[src/rtl/cms_pkg.sv]
package cms_pkg;

    localparam int SAMPLE_W = 64;
    localparam int RESULT_W = 64;
    localparam int CMD_W    = 2;

    typedef enum logic [CMD_W-1:0] {
        CMD_IDLE  = 2'd0,
        CMD_BUMP  = 2'd1,
        CMD_PROBE = 2'd2,
        CMD_SPARE = 2'd3
    } cms_cmd_e;

    // Smaller of two counts; ties keep the left operand.
    function automatic logic [63:0] min2(input logic [63:0] l, input logic [63:0] r);
        return (r < l) ? r : l;
    endfunction

endpackage

[src/rtl/cms_hash.sv]
module cms_hash #(
    parameter int          IDX_W  = 4,
    parameter logic [63:0] COEF_A = 64'h1,
    parameter logic [63:0] COEF_B = 64'h0
) (
    input  logic [cms_pkg::SAMPLE_W-1:0] sample_i,
    output logic [IDX_W-1:0]             idx_o
);
    // With a power-of-two modulus only the low IDX_W bits of each operand
    // can reach the low IDX_W bits of the result.
    localparam logic [IDX_W-1:0] A_LO = COEF_A[IDX_W-1:0];
    localparam logic [IDX_W-1:0] B_LO = COEF_B[IDX_W-1:0];

    logic [IDX_W-1:0] prod;

    always_comb begin
        prod  = A_LO * sample_i[IDX_W-1:0];
        idx_o = prod + B_LO;
    end

endmodule

[src/rtl/cms_row.sv]
module cms_row #(
    parameter int IDX_W = 4,
    parameter int CNT_W = 8
) (
    input  logic             clk_i,
    input  logic             rst_i,
    input  logic             bump_i,
    input  logic [IDX_W-1:0] idx_i,
    output logic [CNT_W-1:0] count_o
);
    localparam int               DEPTH   = 1 << IDX_W;
    localparam logic [CNT_W-1:0] CNT_TOP = '1;

    logic [CNT_W-1:0] bank_q [DEPTH];

    assign count_o = bank_q[idx_i];

    always_ff @(posedge clk_i) begin
        if (rst_i) begin
            for (int k = 0; k < DEPTH; k++) bank_q[k] <= '0;
        end else if (bump_i && bank_q[idx_i] != CNT_TOP) begin
            bank_q[idx_i] <= bank_q[idx_i] + 1'b1;
        end
    end

    for (genvar b = 0; b < DEPTH; b++) begin : g_chk
        // a bucket is empty on the first cycle after reset
        assert_clear_on_reset_R1: assert property (@(posedge clk_i)
            rst_i |=> bank_q[b] == '0);

        // an addressed, unsaturated bucket steps by exactly one
        assert_step_one_R3: assert property (@(posedge clk_i) disable iff (rst_i)
            (bump_i && idx_i == IDX_W'(b) && bank_q[b] != CNT_TOP)
            |=> bank_q[b] == $past(bank_q[b]) + 1'b1);

        // a full bucket never wraps
        assert_no_overflow_R7: assert property (@(posedge clk_i) disable iff (rst_i)
            bank_q[b] == CNT_TOP |=> bank_q[b] == CNT_TOP);

        // a bucket changes only when it is addressed by an update
        assert_untouched_R6: assert property (@(posedge clk_i) disable iff (rst_i)
            !(bump_i && idx_i == IDX_W'(b)) |=> $stable(bank_q[b]));
    end

endmodule

[src/rtl/cms_min_tree.sv]
module cms_min_tree #(
    parameter int LEAF_N = 4,
    parameter int CNT_W  = 8
) (
    input  logic [LEAF_N-1:0][CNT_W-1:0] leaves_i,
    output logic [CNT_W-1:0]             min_o
);
    localparam int LVLS   = (LEAF_N > 1) ? $clog2(LEAF_N) : 0;
    localparam int PAD_N  = 1 << LVLS;
    localparam int NODE_N = 2 * PAD_N - 1;

    // Heap layout: node 0 is the root, leaves start at PAD_N-1.
    logic [CNT_W-1:0] node [NODE_N];

    for (genvar i = 0; i < PAD_N; i++) begin : g_leaf
        if (i < LEAF_N) begin : g_real
            assign node[PAD_N-1+i] = leaves_i[i];
        end else begin : g_pad
            assign node[PAD_N-1+i] = '1;
        end
    end

    for (genvar j = 0; j < PAD_N - 1; j++) begin : g_cmp
        assign node[j] = CNT_W'(cms_pkg::min2(64'(node[2*j+1]), 64'(node[2*j+2])));
    end

    assign min_o = node[0];

endmodule

[src/rtl/cms_engine.sv]
module cms_engine #(
    parameter int                         NUM_ROWS = 4,
    parameter int                         IDX_W    = 4,
    parameter int                         CNT_W    = 8,
    parameter logic [NUM_ROWS-1:0][63:0]  HASH_A   = {64'hD6E8FEB86659FD93, 64'h165667B19E3779F9,
                                                      64'hC2B2AE3D27D4EB4F, 64'h9E3779B97F4A7C15},
    parameter logic [NUM_ROWS-1:0][63:0]  HASH_B   = {64'h5, 64'hB, 64'h7, 64'h3}
) (
    input  logic        clk_i,
    input  logic        rst_i,
    input  logic [1:0]  cmd_i,
    input  logic [63:0] sample_i,
    output logic [63:0] result_o,
    output logic        ready_o
);
    import cms_pkg::*;

    cms_cmd_e                       cmd;
    logic                           bump;
    logic                           probe;
    logic [NUM_ROWS-1:0][IDX_W-1:0] idx;
    logic [NUM_ROWS-1:0][CNT_W-1:0] rd;
    logic [NUM_ROWS-1:0][CNT_W-1:0] leaf_q;
    logic                           leaf_vld_q;
    logic [CNT_W-1:0]               tree_min;

    assign cmd   = cms_cmd_e'(cmd_i);
    assign bump  = (cmd == CMD_BUMP);
    assign probe = (cmd == CMD_PROBE);

    for (genvar r = 0; r < NUM_ROWS; r++) begin : g_row
        cms_hash #(
            .IDX_W (IDX_W),
            .COEF_A(HASH_A[r]),
            .COEF_B(HASH_B[r])
        ) u_hash (
            .sample_i(sample_i),
            .idx_o   (idx[r])
        );

        cms_row #(
            .IDX_W(IDX_W),
            .CNT_W(CNT_W)
        ) u_row (
            .clk_i  (clk_i),
            .rst_i  (rst_i),
            .bump_i (bump),
            .idx_i  (idx[r]),
            .count_o(rd[r])
        );
    end

    // Stage 1: capture the addressed count of every row.
    always_ff @(posedge clk_i) begin
        if (rst_i) begin
            leaf_q     <= '0;
            leaf_vld_q <= 1'b0;
        end else begin
            leaf_vld_q <= probe;
            if (probe) leaf_q <= rd;
        end
    end

    cms_min_tree #(
        .LEAF_N(NUM_ROWS),
        .CNT_W (CNT_W)
    ) u_tree (
        .leaves_i(leaf_q),
        .min_o   (tree_min)
    );

    // Stage 2: register the reduced minimum.
    always_ff @(posedge clk_i) begin
        if (rst_i) begin
            result_o <= '0;
            ready_o  <= 1'b0;
        end else begin
            ready_o <= leaf_vld_q;
            if (leaf_vld_q) result_o <= RESULT_W'(tree_min);
        end
    end

    // ready follows a query by exactly two edges, and nothing else raises it
    assert_ready_timing_R5: assert property (@(posedge clk_i) disable iff (rst_i)
        (!$past(rst_i) && !$past(rst_i, 2))
        |-> ready_o == ($past(cmd_i, 2) == 2'd2));

    // ready is low right after reset
    assert_ready_reset_R1: assert property (@(posedge clk_i)
        rst_i |=> !ready_o);

    // the reported minimum never exceeds any captured row count
    for (genvar r = 0; r < NUM_ROWS; r++) begin : g_min_chk
        assert_min_bound_R4: assert property (@(posedge clk_i) disable iff (rst_i)
            leaf_vld_q |=> result_o <= RESULT_W'($past(leaf_q[r])));
    end

endmodule

[config.mk]
export PLATFORM = sky130hd
export DESIGN_NAME = cms_engine
export DESIGN_NICKNAME = d
export VERILOG_FILES = /design/src/rtl/cms_pkg.sv /design/src/rtl/cms_hash.sv /design/src/rtl/cms_row.sv /design/src/rtl/cms_min_tree.sv /design/src/rtl/cms_engine.sv
export SDC_FILE = /design/constraint.sdc
export NUM_CORES = 1
export LEC_CHECK = 0
export ABC_AREA = 1
export BUFFER_PORTS_ARGS = -buffer_cell sky130_fd_sc_hd__buf_2
export CAP_MARGIN = 0
export CORE_MARGIN = 5
export CORE_UTILIZATION = 39
export CTS_CLUSTER_DIAMETER = 150
export CTS_CLUSTER_SIZE = 24
export DETAILED_ROUTE_END_ITERATION = 10
export PLACE_DENSITY_LB_ADDON = 0.1
export SLEW_MARGIN = 10
export SYNTH_ARGS = -nofsm -noshare
export SYNTH_HDL_FRONTEND = slang
export SYNTH_SLANG_ARGS = --single-unit
export TNS_END_PERCENT = 20
[constraint.sdc]
create_clock -name clk_i -period 9.7 [get_ports clk_i]
set_input_delay 1.94 -clock clk_i [delete_from_list [all_inputs] [get_ports clk_i]]
set_output_delay 1.94 -clock clk_i [all_outputs]
set_load 0.01 [all_outputs]
Word level (Yosys, flattened, before mapping):

Memories as Yosys holds them, arrays and structs flattened.
Index checks and enable logic that the tools add are counted.

* bits in registers: 42
* latch bits: 0
* RAM bits: 512
* ROM bits: 0
* bits of input ports: 68
* memories: 4

Memories
* g_row[0].u_row.bank_q: depth 16, bits a word 8, rd ports 1, clocked after memory_dff 0, wr ports 16, RTL line cms_row.sv:14 `logic [CNT_W-1:0] bank_q [DEPTH];`
* g_row[1].u_row.bank_q: depth 16, bits a word 8, rd ports 1, clocked after memory_dff 0, wr ports 16, RTL line cms_row.sv:14
* g_row[2].u_row.bank_q: depth 16, bits a word 8, rd ports 1, clocked after memory_dff 0, wr ports 16, RTL line cms_row.sv:14
* g_row[3].u_row.bank_q: depth 16, bits a word 8, rd ports 1, clocked after memory_dff 0, wr ports 16, RTL line cms_row.sv:14

* add/sub/neg operators: 8
* $mul: 4
* divide/modulo/power cells: 0
* magnitude comparators: 3
* equal/unequal tests: 6
* shift operators: 0
* muxes and demuxes: 29
* bitwise logic cells: 0
* reduce and logical (&&, ||, !) cells: 8

Operators by type and width (number)
* 8-bit two-way mux: 7
* 8-bit by 1-bit adder with 8-bit output, second input constant: 4
* 8-bit inequality test, second input constant: 4
* 8-bit OR reduction: 4
* 8-bit less-than comparator: 3
* 1-bit two-way mux: 18
* 4-bit two-way mux: 4
* 4-bit by 3-bit adder with 4-bit output, second input constant: 2
* 4-bit by 2-bit adder with 4-bit output, second input constant: 1
* 4-bit adder, second input constant: 1
* 1-bit logical AND: 4
* 1-bit by 4-bit multiplier with 4-bit output, first input constant: 1
* 2-bit by 4-bit multiplier with 4-bit output, first input constant: 1
* 3-bit by 4-bit multiplier with 4-bit output, first input constant: 1
* 4-bit by 4-bit multiplier with 4-bit output, first input constant: 1
* 2-bit by 1-bit equality test with 1-bit output, second input constant: 1
* 2-bit equality test, second input constant: 1

Depth between registers and ports, before layout:

Gate-level depths: netlist of the first run.
An unclocked memory read counts as a cell.

* depth after elaboration: 10
* gate-level depth with buffers: 24
* gate-level depth less buffers: 21

By module:

A second synthesis of the first run with hierarchy kept.

* cells, all modules: 3393
* area total of the unflattened synthesis: 29174.2 um^2

Modules (own cells, without submodules)
* cms_row (g_row[1].u_row ...): instances 3, cells an instance 708, area each 6429.9 um^2, sequential area each 3843.7 um^2
* cms_row (g_row[0].u_row): instances 1, cells an instance 730, area each 6475.0 um^2, sequential area each 3843.7 um^2
* cms_engine: instances 1, cells an instance 305, area each 2128.3 um^2, sequential area each 840.8 um^2
* cms_min_tree: instances 1, cells an instance 164, area each 882.1 um^2, sequential area each 0.0 um^2
* cms_hash (g_row[3].u_hash): instances 1, cells an instance 27, area each 153.9 um^2, sequential area each 0.0 um^2
* cms_hash (g_row[0].u_hash): instances 1, cells an instance 21, area each 122.6 um^2, sequential area each 0.0 um^2
* cms_hash (g_row[2].u_hash): instances 1, cells an instance 18, area each 103.8 um^2, sequential area each 0.0 um^2
* cms_hash (g_row[1].u_hash): instances 1, cells an instance 4, area each 18.8 um^2, sequential area each 0.0 um^2

Worst setup path before layout of the first run:

Ideal clock, no wire load.

* path type: input -> register
* start point: input sample_i[1]
* end point: memory g_row[0].u_row.bank_q[10][0], enable pin
* arrival: 6161 ps
* required time: 9398 ps
* path slack: 3237 ps
* cell stages on the path: 24
* path buffers: 4
* cells stage by stage: inv_1 clkbuf_1 ha_1 clkbuf_1 inv_2 fa_1 xor2_1 xnor2_4 nor2_1 inv_2 nor2_1 o21ai_1 nand4_1 inv_2 buf_1 ha_1 nand2_1 nor2_1 nand2_1 nor2_4 nand2_4 buf_6 nand3_4 nand2_1

RTL lines
* start: declaration: RTL line cms_engine.sv:12 `input logic [63:0] sample_i,`
* end: declaration: RTL line cms_row.sv:14

==> flow_summary.toml, run 1 <==
[run_status]
status = "finished clean"

[yosys]
synth_flop_cell = "edfxtp_1"
synth_top_area_share_pct = 57.4
yosys_register_bits = 554
synth_area_per_cell_um2 = 10.2
yosysMostFrequentCell = "nor2_1"
yosysTopAreaCell = "edfxtp_1"
syn_area_um2 = 26800
synthTopCellsByArea = "edfxtp_1 57%, nor2_1 10%, nand2_1 4.6%"
synth_edf_count = 512
synth_cells = 2633
ys_warn_count = 0
synth_common_cells = "740 x nor2_1, 512 x edfxtp_1, 325 x nand2_1, 192 x o21ai_0, 102 x a21oi_1"
synth.yosys.seq_area_share_pct = 60.5
async_reset_ff_share_pct = 0
synth.distinct_cells = 56

[sta]
rsz0062_at_grt = "false"
finalSetupTns_ns = 0
slew_viol_final = 0
clock_skew_ns = 0.0310
layout_min_cycle_time_ns = 7.74
setup_viol = 0
worstMarginPinSlew_ns = 1.18
final.period_utilization_pct = 79.8
fmax_mhz = 129
relSlewSlack_pct = 21.1
hold_violations = 0
hold_ws_ns = 0.475

[routing]
ant_nets = 0
drtIter0Drc = 1755
drt_pass1_iterations = 5
drc_errors = 0
via_count = 18512
wirelength_um = 72600
viasPerCell = 5.35
wl_per_cell_um = 21.0

[worst_setup_path]
cp-start-kind = "primary input"
worstRegToRegCells = 12
critPathMaxFanout = 42
endpoint_kind = "flip-flop"
arrival_ns = 8.00
required_ns = 9.95
critical_path_class = "primary input to flip-flop"

[cts]
clk_pin_slew_ns = 0.10
numCtsBuffers = 27
h-tree-depth = 1
cts_tree = "done"
ctsHoldBuffers = 0
post_cts_buffers = 0
cts_resized = 0
worstSkewPairLatency_ns = 0.60
clock-sinks = 554
cts_buffer_depth = 3
cts-root-buf = "clkbuf_16"

[finish]
final_area_um2 = 28100
insertedDiodeCount = 0
fin_nets = 2667
syn_to_final_growth_pct = 4.86
drive_gt1_share_pct = 7.76

[global_route]
antenna_found_initial = 0
track_usage_pct = 19.1
grt_first_pass_wirelength_um = 111000
grt_pass1_vias = 17967
grt_max_degree = 124
overflow = 0

[power_and_ir_drop]
finalPower_w = 0.00533
powerDensity_nw_per_um2 = 190
leakagePower_nw = 10.7
irDropWorstVdd_mv = 0.114

[die]
num_rows = 96
die_width_um = 272
coreArea_um2 = 68300
start_util_pct = 39.2
die_y_um = 272
die_area_um2 = 74000
pin_count = 133

[job]
drv_cap = 0

[worst_hold_path]
worstHoldPathCells = 2
hp-class = "flip-flop to flip-flop"

[place]
portBuffers = 16
place_congestion = 0.803
dpl-instance-area_um2 = 27300
dp_hpwl_um = 46300
-- cell usage in the layout, fill, tap and decap left out, types with 5 or more instances in the layout --
| cell type | n |
|---|---|
| nor2_1 | 740 |
| edfxtp_1 | 512 |
| nand2_1 | 325 |
| o21ai_0 | 192 |
| a21oi_1 | 102 |
| inv_1 | 90 |
| o22ai_1 | 74 |
| nand3_1 | 62 |
| conb_1 | 56 |
| dfxtp_1 | 42 |
| ha_1 | 38 |
| o221ai_1 | 37 |
| buf_4 | 29 |
| clkbuf_16 | 27 |
| nand2_2 | 23 |
| clkbuf_1 | 21 |
| nor2_2 | 18 |
| nand3_2 | 17 |
| o211ai_1 | 16 |
| a22oi_1 | 15 |
| buf_2 | 15 |
| xor2_1 | 10 |
| nand4_4 | 10 |
| nand3_4 | 10 |
| inv_2 | 8 |
| nand4_2 | 7 |
| xor2_2 | 7 |
| clkinv_1 | 6 |
| xnor2_2 | 5 |
| a32oi_1 | 5 |
-- layout make-up --
class                      instances  area [um^2]
clock buffer                      48          754
clock inverter                     1         30.0
fill                            6677        40300
inverter                         109          422
multi-input combinational       1819         9220
sequential                       554        16200
tap                              882         1100
timing repair buffer              47          344
-- critical path, cell delays in order --
cell	delay, ns
buf_6	0.27
inv_6	0.20
ha_2	0.84
clkinv_2	0.21
nand2_2	0.11
and2_1	0.47
buf_4	0.32
nand2_1	0.08
o221ai_1	0.09
nand2_1	0.12
nand3_1	0.24
clkinv_1	0.62
ha_1	0.46
inv_1	0.10
nor2_2	0.07
nand4_1	0.78
nand3_1	0.55
nand2_1	0.48
-- cell families after synthesis --
kind of cell / synth area share (%)
xor gates and xnor gates: 1.47
DFF: 60.5
adders and majority gates: 1.97
other: 0.0140
buffers and inverters: 5.88
muxes: 0.0747
AOI/OAI and AO/OA: 10.2
and+or+nand+nor: 19.9
-- sequential cells by signal, summed over array words and instances, names as in the netlist --
name	count
result_o	8
leaf_q	32
ready_o	1
g_row.u_row.bank_q	512
leaf_vld_q	1
-- per-stage QoR --
stage               cells  util (%)  setup WS, ns
finish               3460      41.1          1.96
CTS                  3460      41.1          1.92
global route         3460      41.1          1.52
global placement     3411      40.0          1.34
detailed placement   3411      40.0          1.25
floorplan            2688         -          3.24
-- layer usage --
metal  share of wire (%)  up-vias  wire, um  track usage [%]
met3                 5.6       68      4070             2.33
met4                 1.7        0      1220             3.59
met1                  45     9101     32800             27.3
met2                  48      522     34500             31.8
met5                   0        -         0                0
li1                    -     8821         -                -
-- path summary, 6_finish.rpt --
| path | slack, ns | to | from |
|---|---|---|---|
| setup / recovery | 1.96 | g_row[3].u_row.bank_q[7][5]$_SDFFCE_PN0P_ | sample_i[0] |
| hold / removal | 0.48 | result_o[4]$_SDFFE_PP0P_ | result_o[4]$_SDFFE_PP0P_ |
| setup reg to reg | 5.12 | g_row[3].u_row.bank_q[7][5]$_SDFFCE_PN0P_ | g_row[3].u_row.bank_q[15][0]$_SDFFCE_PN0P_ |
| hold reg to reg | 0.48 | result_o[4]$_SDFFE_PP0P_ | result_o[4]$_SDFFE_PP0P_ |
-- where the power goes --
group | switching, W | internal [W] | leakage [nW]
combinational | 0.00101 | 0.000264 | 4.65
sequential | 0.0000336 | 0.00271 | 5.64
clock | 0.000772 | 0.000538 | 0.369
Power figures use the tool's default switching activity.
==> run 2, diff against run 1 <==
- clock period: 9.7 -> 6.73 ns (I/O delays scaled with it)
==> run 2 against run 1 <==
Net effect: wire length down 0.21%; critical endpoint is now g_row[3].u_row.bank_q[7][7]$_SDFFCE_PN0P_; cell count up 0.61%; combinational power up 48%; first-iteration DRC count is 5.5% lower; non-clock buffer count increased by 21; global-route usage up 0.058 points; sequential share of layout area shrank 0.28 points.
==> flow_summary.toml, run 2 (synthesis gave the netlist of run 1 again) <==
[sta]
rsz0062_at_grt = "false"
setup_viol = 0
finalSetupTns_ns = 0
final.period_utilization_pct = 81.9
fmax_mhz = 182
setup_ws_ns = 1.22
hold_violations = 0
relSlewSlack_pct = 25.1
clock_skew_ns = 0.0268
slew_viol_final = 0
worstMarginPinSlew_ns = 1.12
layout_min_cycle_time_ns = 5.51
hold_ws_ns = 0.477

[finish]
fin_nets = 2688
final_cell_mix = "740 x nor2_1, 512 x edfxtp_1, 325 x nand2_1"
regMostFlops = "g_row.u_row.bank_q"
syn_to_final_growth_pct = 5.38
largest_reg_flops = 512
insertedDiodeCount = 0
reg_top3 = "g_row.u_row.bank_q x512, leaf_q x32, result_o x8"
final_cells = 3481
utilization_pct = 41.3
drive_gt1_share_pct = 8.54
final_common_cell = "nor2_1"

[global_route]
antenna_found_initial = 0
grt_max_degree = 94
overflow = 0
grt_pass1_vias = 18094
track_usage_pct = 19.1
grt_first_pass_wirelength_um = 111000

[cts]
clock-sinks = 554
clk_pin_slew_ns = 0.10
h-tree-depth = 1
cts_resized = 0
cts_buffer_depth = 3
numCtsBuffers = 27
post_cts_buffers = 0
ctsHoldBuffers = 0
cts-root-buf = "clkbuf_16"
worstSkewPairLatency_ns = 0.61
cts_tree = "done"

[place]
dp_hpwl_um = 46900
placed_cells = 3432
portBuffers = 16
place_congestion = 0.814
post-place-ws_ns = 0.584

[die]
pin_count = 133
die_width_um = 272
num_rows = 96
coreArea_um2 = 68300
start_util_pct = 39.2
die_area_um2 = 74000
die_y_um = 272

[worst_setup_path]
critPathMaxFanout = 12
cp-start-kind = "primary input"
path_common_cell = "inv_1"
rrSetupSlack_ns = 2.92
worstRegToRegCells = 14
arrival_ns = 5.78
path_cells = "buf_2 -> inv_1 -> ha_1 -> inv_1 -> fa_1 -> xnor2_1 -> nand2_1 -> inv_1 -> nand2_1 -> nand3_1 -> clkinv_1 -> ha_1 -> inv_1 -> nor2_2 -> nand4_1 -> buf_4 -> nand3_1 -> nand2_1"
path_depth = 18
endpoint_kind = "flip-flop"
critical_path_class = "primary input to flip-flop"
cp_num_buf_inv = 7
required_ns = 7.00
cp_slowest_cell = "xnor2_1"
cp_top_family = "simple AND/OR/NAND/NOR gates"
critPathMaxStageDelay_ns = 0.56

[routing]
wl_per_cell_um = 20.8
drtIter0Drc = 1659
drt_pass1_iterations = 6
wirelength_um = 72400
viasPerCell = 5.34
drc_errors = 0
ant_nets = 0
via_count = 18580

[power_and_ir_drop]
powerDensity_nw_per_um2 = 274
p_sw_share_pct = 34.1
power.internal_w = 0.00510
leakagePower_nw = 10.7
pwr-share-clk_pct = 24.5
irDropWorstVdd_mv = 0.181
share_seq_of_total_power_pct = 51.0
power_switching_w = 0.00264
power_frac_comb_pct = 24.5

[worst_hold_path]
worstHoldPathCells = 2
hp-class = "flip-flop to flip-flop"

[job]
drv_cap = 0

[run_status]
status = "finished clean"
run 2: changes by cell type in the layout (fill, tap and decap cells not counted), sizes merged:
cell / before / now
buf: 47 / 68
clkbuf: 48 / 47
inv: 101 / 102
run 2: final cells by class:
| type | instances | area, um^2 |
|---|---|---|
| Fill cell | 6712 | 40100 |
| Multi-Input combinational cell | 1819 | 9220 |
| Tap cell | 882 | 1100 |
| Clock inverter | 2 | 27.5 |
| Clock buffer | 47 | 751 |
| Inverter | 109 | 422 |
| Timing Repair Buffer | 68 | 489 |
| Sequential cell | 554 | 16200 |
run 2: final timing paths:
| kind | startpoint | endpoint |
|---|---|---|
| hold / removal | result_o[2]$_SDFFE_PP0P_ | result_o[2]$_SDFFE_PP0P_ |
| setup / recovery | sample_i[2] | g_row[3].u_row.bank_q[7][7]$_SDFFCE_PN0P_ |
| setup reg to reg | leaf_q[23]$_SDFFE_PP0P_ | result_o[7]$_SDFFE_PP0P_ |
| hold reg to reg | result_o[2]$_SDFFE_PP0P_ | result_o[2]$_SDFFE_PP0P_ |
run 2: power by group through the flow:
stage          combinational, W  sequential, W  clock (W)
4_1_cts                 0.00190        0.00395    0.00196
3_3_place_gp            0.00188        0.00402          0
6_report                0.00190        0.00395    0.00190
2_1_floorplan           0.00123        0.00401          0
3_5_place_dp            0.00190        0.00403          0
5_1_grt                 0.00207        0.00397    0.00209
run 2: metal layers:
metal | vias to the layer above | GRT usage, % | share of wire, %
met3 | 58 | 2.01 | 4.9
met5 | - | 0 | 0
met1 | 9188 | 27.8 | 46
li1 | 8858 | - | -
met4 | 0 | 3.62 | 1.7
met2 | 476 | 31.7 | 48
run 2: tightest hold or removal path: stages, from the launching register on:
cell and delay [ns]:
dfxtp_1 0.33, nand2_1 0.06, a21oi_1 0.05
run 2: through the flow:
step | cell area [um^2] | power (W)
floorplan | 27000 | 0.00524
detailed placement | 27500 | 0.00593
finish | 28200 | 0.00775
CTS | 28200 | 0.00781
global placement | 27500 | 0.00591
global route | 28200 | 0.00812
